`src/rtl/dramtm_pkg.sv`:
```
package dramtm_pkg;
  // Row-strobe cycle kinds tracked by the strobe decoder
  typedef enum logic [1:0] {
    CYC_IDLE  = 2'd0,
    CYC_ROW   = 2'd1,
    CYC_RFSH  = 2'd2
  } cyc_state_e;
endpackage

```
`src/rtl/dramtm_strobe_dec.sv`:
```
module dramtm_strobe_dec
  import dramtm_pkg::*;
#(
  parameter int ADDR_W   = 11,
  parameter int ROW_BITS = 3,
  parameter int COL_BITS = 3,
  parameter int ENTRY_W  = 10
) (
  input  logic                clk,
  input  logic                rst_n,
  input  logic                ras_n,
  input  logic                cas_n,
  input  logic                we_n,
  input  logic [ADDR_W-1:0]   addr,
  output logic                tm_o,
  output logic                half_o,
  output logic [ROW_BITS-1:0] row_o,
  output logic [COL_BITS-1:0] col_o,
  output logic                cap_o,
  output logic                wr_o,
  output logic                col_act_o,
  output logic                early_o
);
  cyc_state_e state_q;
  logic ras_q, cas_q, we_q;
  logic tm_q, half_q, col_seen_q, col_act_q, early_q;
  logic [ROW_BITS-1:0] row_q;
  logic [COL_BITS-1:0] col_q;

  logic ras_fall, ras_rise, cas_fall, cas_rise, we_fall;
  logic cbr_start, wcbr, entry_ok, col_start;

  assign ras_fall  = ras_q & ~ras_n;
  assign ras_rise  = ~ras_q & ras_n;
  assign cas_fall  = cas_q & ~cas_n;
  assign cas_rise  = ~cas_q & cas_n;
  assign we_fall   = we_q & ~we_n;
  // column strobe low on both the previous and current sample: it led the row strobe
  assign cbr_start = ras_fall & ~cas_q & ~cas_n;
  assign wcbr      = cbr_start & ~we_n;
  assign entry_ok  = &addr[ENTRY_W-1:0];
  assign col_start = (state_q == CYC_ROW) & cas_fall & ~ras_n;

  always_ff @(posedge clk or negedge rst_n) begin
    if (!rst_n) begin
      ras_q <= 1'b1;
      cas_q <= 1'b1;
      we_q  <= 1'b1;
    end else begin
      ras_q <= ras_n;
      cas_q <= cas_n;
      we_q  <= we_n;
    end
  end

  // cycle state and row latch
  always_ff @(posedge clk or negedge rst_n) begin
    if (!rst_n) begin
      state_q <= CYC_IDLE;
      row_q   <= '0;
      half_q  <= 1'b0;
    end else begin
      case (state_q)
        CYC_IDLE: begin
          if (cbr_start) begin
            state_q <= CYC_RFSH;
          end else if (ras_fall) begin
            state_q <= CYC_ROW;
            row_q   <= addr[ROW_BITS-1:0];
            half_q  <= addr[ADDR_W-1];
          end
        end
        CYC_ROW, CYC_RFSH: begin
          if (ras_rise) state_q <= CYC_IDLE;
        end
        default: state_q <= CYC_IDLE;
      endcase
    end
  end

  // column access tracking
  always_ff @(posedge clk or negedge rst_n) begin
    if (!rst_n) begin
      col_seen_q <= 1'b0;
      col_act_q  <= 1'b0;
      early_q    <= 1'b0;
      col_q      <= '0;
    end else begin
      if (ras_fall) col_seen_q <= 1'b0;
      else if (col_start) col_seen_q <= 1'b1;

      if (col_start) begin
        col_act_q <= 1'b1;
        early_q   <= ~we_n;
        col_q     <= addr[COL_BITS-1:0];
      end else if (cas_rise || ras_rise) begin
        col_act_q <= 1'b0;
        early_q   <= 1'b0;
      end
    end
  end

  // test-mode flag
  always_ff @(posedge clk or negedge rst_n) begin
    if (!rst_n) begin
      tm_q <= 1'b0;
    end else if (cbr_start) begin
      tm_q <= wcbr ? (tm_q | entry_ok) : 1'b0;
    end else if ((state_q == CYC_ROW) && ras_rise && !col_seen_q) begin
      tm_q <= 1'b0;
    end
  end

  assign tm_o      = tm_q;
  assign half_o    = half_q;
  assign row_o     = row_q;
  assign col_o     = col_start ? addr[COL_BITS-1:0] : col_q;
  assign cap_o     = col_start;
  assign wr_o      = (col_start & ~we_n) |
                     (col_act_q & ~early_q & ~cas_n & ~ras_n & we_fall);
  assign col_act_o = col_act_q;
  assign early_o   = early_q;

  a_r1_reset_clear: assert property (@(posedge clk) !rst_n |=> !tm_q);

  a_r4_entry: assert property (@(posedge clk) disable iff (!rst_n)
    (ras_q && !ras_n && !cas_q && !cas_n && !we_n && (&addr[ENTRY_W-1:0])) |=> tm_q);

  a_r5_no_entry: assert property (@(posedge clk) disable iff (!rst_n)
    (!tm_q && ras_q && !ras_n && !cas_q && !cas_n && !(&addr[ENTRY_W-1:0])) |=> !tm_q);

  a_r8_cbr_exit: assert property (@(posedge clk) disable iff (!rst_n)
    (ras_q && !ras_n && !cas_q && !cas_n && we_n) |=> !tm_q);

  a_r11_wcbr_keeps: assert property (@(posedge clk) disable iff (!rst_n)
    (tm_q && ras_q && !ras_n && !cas_q && !cas_n && !we_n) |=> tm_q);
endmodule

```
`src/rtl/dramtm_array.sv`:
```
module dramtm_array #(
  parameter int ROW_BITS = 3,
  parameter int COL_BITS = 3,
  parameter int DW       = 8,
  parameter int HALVES   = 2
) (
  input  logic                      clk,
  input  logic                      rst_n,
  input  logic                      wr_en,
  input  logic                      both,
  input  logic                      half_sel,
  input  logic [ROW_BITS-1:0]       row,
  input  logic [COL_BITS-1:0]       col,
  input  logic [DW-1:0]             wdata,
  output logic [HALVES-1:0][DW-1:0] rdata
);
  localparam int IDX_W = ROW_BITS + COL_BITS;
  localparam int DEPTH = 1 << IDX_W;

  logic [IDX_W-1:0] idx;
  assign idx = {row, col};

  for (genvar h = 0; h < HALVES; h++) begin : g_half
    logic [DW-1:0] mem [DEPTH];
    always_ff @(posedge clk) begin
      if (wr_en && (both || (half_sel == 1'(h)))) mem[idx] <= wdata;
    end
    assign rdata[h] = mem[idx];
  end

  a_r6_both_halves: assert property (@(posedge clk) disable iff (!rst_n)
    (wr_en && both) |=> (g_half[0].mem[$past(idx)] == g_half[1].mem[$past(idx)]));
endmodule

```
`src/rtl/dramtm_rdpath.sv`:
```
module dramtm_rdpath #(
  parameter int DW     = 8,
  parameter int HALVES = 2
) (
  input  logic                      clk,
  input  logic                      rst_n,
  input  logic                      cap,
  input  logic                      test_mode,
  input  logic                      half_sel,
  input  logic [HALVES-1:0][DW-1:0] rdata,
  input  logic                      col_act,
  input  logic                      early,
  input  logic                      oe_n,
  output logic [DW-1:0]             dout,
  output logic                      dout_en
);
  logic [DW-1:0] rd_q;

  always_ff @(posedge clk or negedge rst_n) begin
    if (!rst_n) begin
      rd_q <= '0;
    end else if (cap) begin
      rd_q <= test_mode ? ~(rdata[0] ^ rdata[1]) : rdata[half_sel];
    end
  end

  assign dout_en = col_act & ~early & ~oe_n;
  assign dout    = dout_en ? rd_q : '0;

  a_r12_read_data_held: assert property (@(posedge clk) disable iff (!rst_n)
    (dout_en && $past(dout_en) && !$past(cap)) |-> $stable(dout));
endmodule

```
`src/rtl/dramtm_top.sv`:
```
module dramtm_top #(
  parameter int ADDR_W   = 11,
  parameter int DW       = 8,
  parameter int ROW_BITS = 3,
  parameter int COL_BITS = 3,
  parameter int ENTRY_W  = 10
) (
  input  logic              clk,
  input  logic              rst_n,
  input  logic              ras_n,
  input  logic              cas_n,
  input  logic              we_n,
  input  logic              oe_n,
  input  logic [ADDR_W-1:0] addr,
  input  logic [DW-1:0]     din,
  output logic [DW-1:0]     dout,
  output logic              dout_en,
  output logic              test_mode
);
  localparam int HALVES = 2;

  logic                      tm, half, cap, wr, col_act, early;
  logic [ROW_BITS-1:0]       row;
  logic [COL_BITS-1:0]       col;
  logic [HALVES-1:0][DW-1:0] rdata;

  dramtm_strobe_dec #(
    .ADDR_W(ADDR_W), .ROW_BITS(ROW_BITS), .COL_BITS(COL_BITS), .ENTRY_W(ENTRY_W)
  ) u_dec (
    .clk(clk), .rst_n(rst_n), .ras_n(ras_n), .cas_n(cas_n), .we_n(we_n),
    .addr(addr), .tm_o(tm), .half_o(half), .row_o(row), .col_o(col),
    .cap_o(cap), .wr_o(wr), .col_act_o(col_act), .early_o(early)
  );

  dramtm_array #(
    .ROW_BITS(ROW_BITS), .COL_BITS(COL_BITS), .DW(DW), .HALVES(HALVES)
  ) u_arr (
    .clk(clk), .rst_n(rst_n), .wr_en(wr), .both(tm), .half_sel(half),
    .row(row), .col(col), .wdata(din), .rdata(rdata)
  );

  dramtm_rdpath #(.DW(DW), .HALVES(HALVES)) u_rd (
    .clk(clk), .rst_n(rst_n), .cap(cap), .test_mode(tm), .half_sel(half),
    .rdata(rdata), .col_act(col_act), .early(early), .oe_n(oe_n),
    .dout(dout), .dout_en(dout_en)
  );

  assign test_mode = tm;

  a_r3_early_write_quiet: assert property (@(posedge clk) disable iff (!rst_n)
    early |-> !dout_en);
endmodule

```
`config.mk`:
```
export PLATFORM = sky130hd
export DESIGN_NAME = dramtm_top
export DESIGN_NICKNAME = d
export VERILOG_FILES = /design/src/rtl/dramtm_pkg.sv /design/src/rtl/dramtm_strobe_dec.sv /design/src/rtl/dramtm_array.sv /design/src/rtl/dramtm_rdpath.sv /design/src/rtl/dramtm_top.sv
export SDC_FILE = /design/constraint.sdc
export NUM_CORES = 1
export LEC_CHECK = 0
export ABC_CLOCK_PERIOD_IN_PS = 10600
export BUFFER_PORTS_ARGS = -buffer_cell sky130_fd_sc_hd__buf_4
export CORE_ASPECT_RATIO = 2
export CORE_MARGIN = 5
export CORE_UTILIZATION = 60
export CTS_CLUSTER_SIZE = 16
export DETAILED_ROUTE_END_ITERATION = 8
export PLACE_DENSITY_LB_ADDON = 0.05
export SLEW_MARGIN = 20
export SYNTH_ARGS = -nofsm -noshare
export SYNTH_HDL_FRONTEND = slang
export SYNTH_HIERARCHICAL = 1
export SYNTH_SLANG_ARGS = --single-unit
```
`constraint.sdc`:
```
create_clock -name clk -period 10.6 [get_ports clk]
set_input_delay 1.06 -clock clk [delete_from_list [all_inputs] [get_ports clk]]
set_output_delay 1.06 -clock clk [all_outputs]
set_load 0.05 [all_outputs]
```
==> summary.txt <==
Synth
  • Mapped Cells: 2442
  • Syn Nets: 2469
  • Yosys reg bits: 1048
  • Cell area after synthesis: 0.0409 mm²
  • Synth Warn #: 6
  • Post-synth EDFFs: 1024
  • Area share of the largest cell type after synthesis: 75.2%
  • Synthesized area per cell: 16.7 µm²
  • Sequential share of the synthesized area: 76.7%
  • Fraction of registers with async set/reset: 2.29%
  • Top post-synthesis cells by area: edfxtp_1 75%, a221oi_1 4.5%, a22oi_1 3.0%
  • Cell variety after synth: 72
  • Ys flop type: edfxtp_1
  • Cell taking the most area after synthesis: edfxtp_1

Final layout
  • Register area: 0.0314 mm²
  • Layout cell share with drive strength beyond 1: 13.0%
  • Area of the multi-input gates: 0.00865 mm²
  • Fillers: 4651
  • NumNets Final: 2448
  • Fin util: 65.6%
  • Area growth, synth to finish: 8.69%

Power and ir drop
  • Sw frac: 36.1%
  • Cell leakage power: 0.0137 µW
  • Combinational share of power: 33.9%
  • Power share of the clock group: 26.5%
  • Power per cell area: 262 mW/mm²
  • Int Pwr: 7440 µW
  • Net Sw Power: 4210 µW
  • Max VDD drop: 0.333 mV
  • Power share of the sequential group: 39.6%

Die
  • Die area: 0.0738 mm²
  • Die Wd: 195 µm
  • Die Span Y: 379 µm
  • Std cell rows: 135
  • Core area: 0.0677 mm²
  • Initial Utilization: 60.4%
  • Boundary Pins: 35

Detailed routing
  • Via density: 7.18
  • Iteration-0 DRC count of the detailed router: 3024
  • Pre-antenna DRT Iters: 6
  • Remaining DRCs: 0
  • WL/cell: 35.0 µm
  • ANT nets after route: 0
  • DR vias: 24200
  • Detailed Route WL: 118000 µm

GRT
  • Total gr overflow: 0
  • Pin count of the biggest net entering global routing: 104
  • Initial antenna violation count: 2
  • Vias in the first global route: 24300
  • First-pass GRT wire length: 169000 µm
  • Gr usage total: 31.7%

Hold path
  • Worst Hold Class: in -> async

Place
  • GP Congestion: 0.956
  • Port bufs: 34
  • Final HPWL DP: 72000 µm

Clock tree
  • Clock tree buffer depth: 3
  • Post-CTS Repair Setup Buffers: 0
  • Clock root buffer: clkbuf_16
  • CTS sink count: 1048
  • H-tree levels: 3
  • Post-cts sizing count: 0
  • Num CTS Buffers: 85
  • Hold_buf cts: 0
  • TritonCTS clock tree: yes
  • Clk_lat worst skew: 0.66 ns
  • Clk pin slew, worst setup/hold paths: 0.07 ns

STA
  • Max Fclk: 171 MHz
  • Final worst-path cycle share: 55.3%
  • RSZ-0062 raised after global routing: false
  • Final Hold Fails: 0
  • Slew margin rel.: 23.2%
  • Layout Skew: 0.0157 ns
  • Endpoints failing setup: 0
  • Worst Tran Pin Value: 1.15 ns
  • Fin Setup TNS: 0 ns
  • Clock period minus worst slack: 5.86 ns
  • Fin. max-slew vios: 0

Run status
  • Status: complete, no violations

Critical path
  • CP startpoint kind: register
  • WP data required: 10.88 ns
  • R2R Path End: u_arr/g_half[1].mem[2][0]$_DFFE_PP_
  • Setup CP Type: reg -> reg
  • Beginning of the worst register-to-register path: u_dec/state_q[1]$_DFFE_PN0P_
  • CP arrival: 6.14 ns
  • Setup crit end kind: register
  • Cells on worst reg2reg path: 12
  • Crit Path Max Fanout: 71
  • R2r setup slk: 4.74 ns

Run
  • Max_cap viols: 0
worst max-delay path by stage:
stage / depth (start not counted) / endpoint / slack (ns) / start
after floorplan: 16 / u_rd/rd_q[7]$_DFFE_PN0P_ / 6.46 / cas_n
after global placement: 16 / u_rd/rd_q[7]$_DFFE_PN0P_ / 4.49 / cas_n
after detailed placement: 11 / u_arr/g_half[1].mem[2][2]$_DFFE_PP_ / 4.45 / cas_n
after CTS: 12 / u_arr/g_half[1].mem[2][0]$_DFFE_PP_ / 4.94 / u_dec/state_q[1]$_DFFE_PN0P_
after global routing: 16 / u_rd/rd_q[0]$_DFFE_PN0P_ / 4.67 / u_dec/state_q[1]$_DFFE_PN0P_
final: 12 / u_arr/g_half[1].mem[2][0]$_DFFE_PP_ / 4.74 / u_dec/state_q[1]$_DFFE_PN0P_
cell usage after synthesis, types with 5 or more instances:
master and number:
a2111oi_0 8, a21oi_1 44, a221o_1 13, a221oi_1 212, a222oi_1 5, a22o_1 21, a22oi_1 162, a31oi_1 13
and2_1 12, buf_1 24, buf_2 78, buf_4 6, buf_6 14, clkbuf_1 68, dfrtp_1 21, edfxtp_1 1024
inv_1 5, mux2_2 81, mux2i_1 39, mux4_2 14, nand2_1 58, nand3_1 12, nor2_1 217, nor2b_1 8
nor3_1 27, o21ai_0 69, o221ai_1 30, o22a_1 18, o22ai_1 50, or3_1 14, or4_1 8
per-stage QoR:
| step | area, µm² | worst slack, ns | total power (µW) | hold WS (ns) | cells |
|---|---|---|---|---|---|
| floorplan | 40900 | 6.46 | 7070 | 0.457 | 2442 |
| global placement | 41800 | 4.49 | 8500 | 0.483 | 3224 |
| detailed placement | 41800 | 4.45 | 8540 | 0.495 | 3224 |
| CTS | 44400 | 4.94 | 11600 | 0.276 | 3371 |
| global route | 44400 | 4.67 | 12000 | 0.312 | 3371 |
| finish | 44400 | 4.74 | 11600 | 0.298 | 3372 |
critical path, stage by stage (launching register included):
cell	delay (ns)
dfrtp_1	0.39
inv_1	0.11
ha_1	0.23
and4bb_1	0.22
buf_4	0.28
mux2_8	0.62
buf_4	0.41
inv_2	0.72
buf_4	0.49
nand2_1	0.13
nor2_1	0.32
nand2_1	0.53
nor2_1	0.95
kinds of logic after synthesis:
group	synth area share, %
muxes	4.21
DFF	76.7
buffers and inverters	2.37
adders and majority gates	0.0612
and+or+nand+nor	4.20
AOI/OAI and AO/OA	12.5
power groups by stage:
stage	Sequential, µW	Clock (µW)	Combinational, µW
detailed placement	4700	0	3850
finish	4610	3090	3950
global placement	4700	0	3800
CTS	4610	3120	3860
global route	4610	3280	4070
floorplan	4690	0	2380
metal layers:
layer,share of wire [%],vias to the layer above,track usage (%)
met1,33,12400,36.5
met3,7.9,391,5.06
li1,-,9993,-
met2,51,1434,55.1
met4,8.0,0,20.5
met5,0,-,0
registers in the layout (all words and copies together), names as in the netlist, 2 cells and up:
name	count
u_arr/g_half.mem	1024
u_dec/col_q	3
u_dec/row_o	3
u_dec/state_q	2
u_rd/rd_q	8
cell type report:
class | count | area share, %
Clock buffer | 100 | 5.01
Clock inverter | 47 | 0.935
Timing Repair Buffer | 83 | 1.48
Sequential cell | 1048 | 70.6
Multi-Input combinational cell | 1196 | 19.5
Antenna cell | 1 | 0.00563
Inverter | 7 | 0.0591
Tap cell | 890 | 2.51
layout by cell type, fill, tap and decap left out, drive strengths merged, types with 4 or more instances in the layout:
cell type     n
mux4         14
mux2         89
buf          83
nand2        58
o22a         18
edfxtp     1024
a221o        13
inv           8
nand2b        4
a21oi        44
dfrtp        21
or3          14
a222oi        5
nand3        12
and2         13
or4           8
o21ai        70
bufinv        8
o22ai        50
mux2i        39
a2111oi       8
clkinv       36
a31oi        13
nor2b         9
a221oi      213
o221ai       30
nor3         27
a22oi       162
nor2        218
clkbuf      100
a22o         21
o2bb2ai       4
Power figures use the tool's default switching activity.
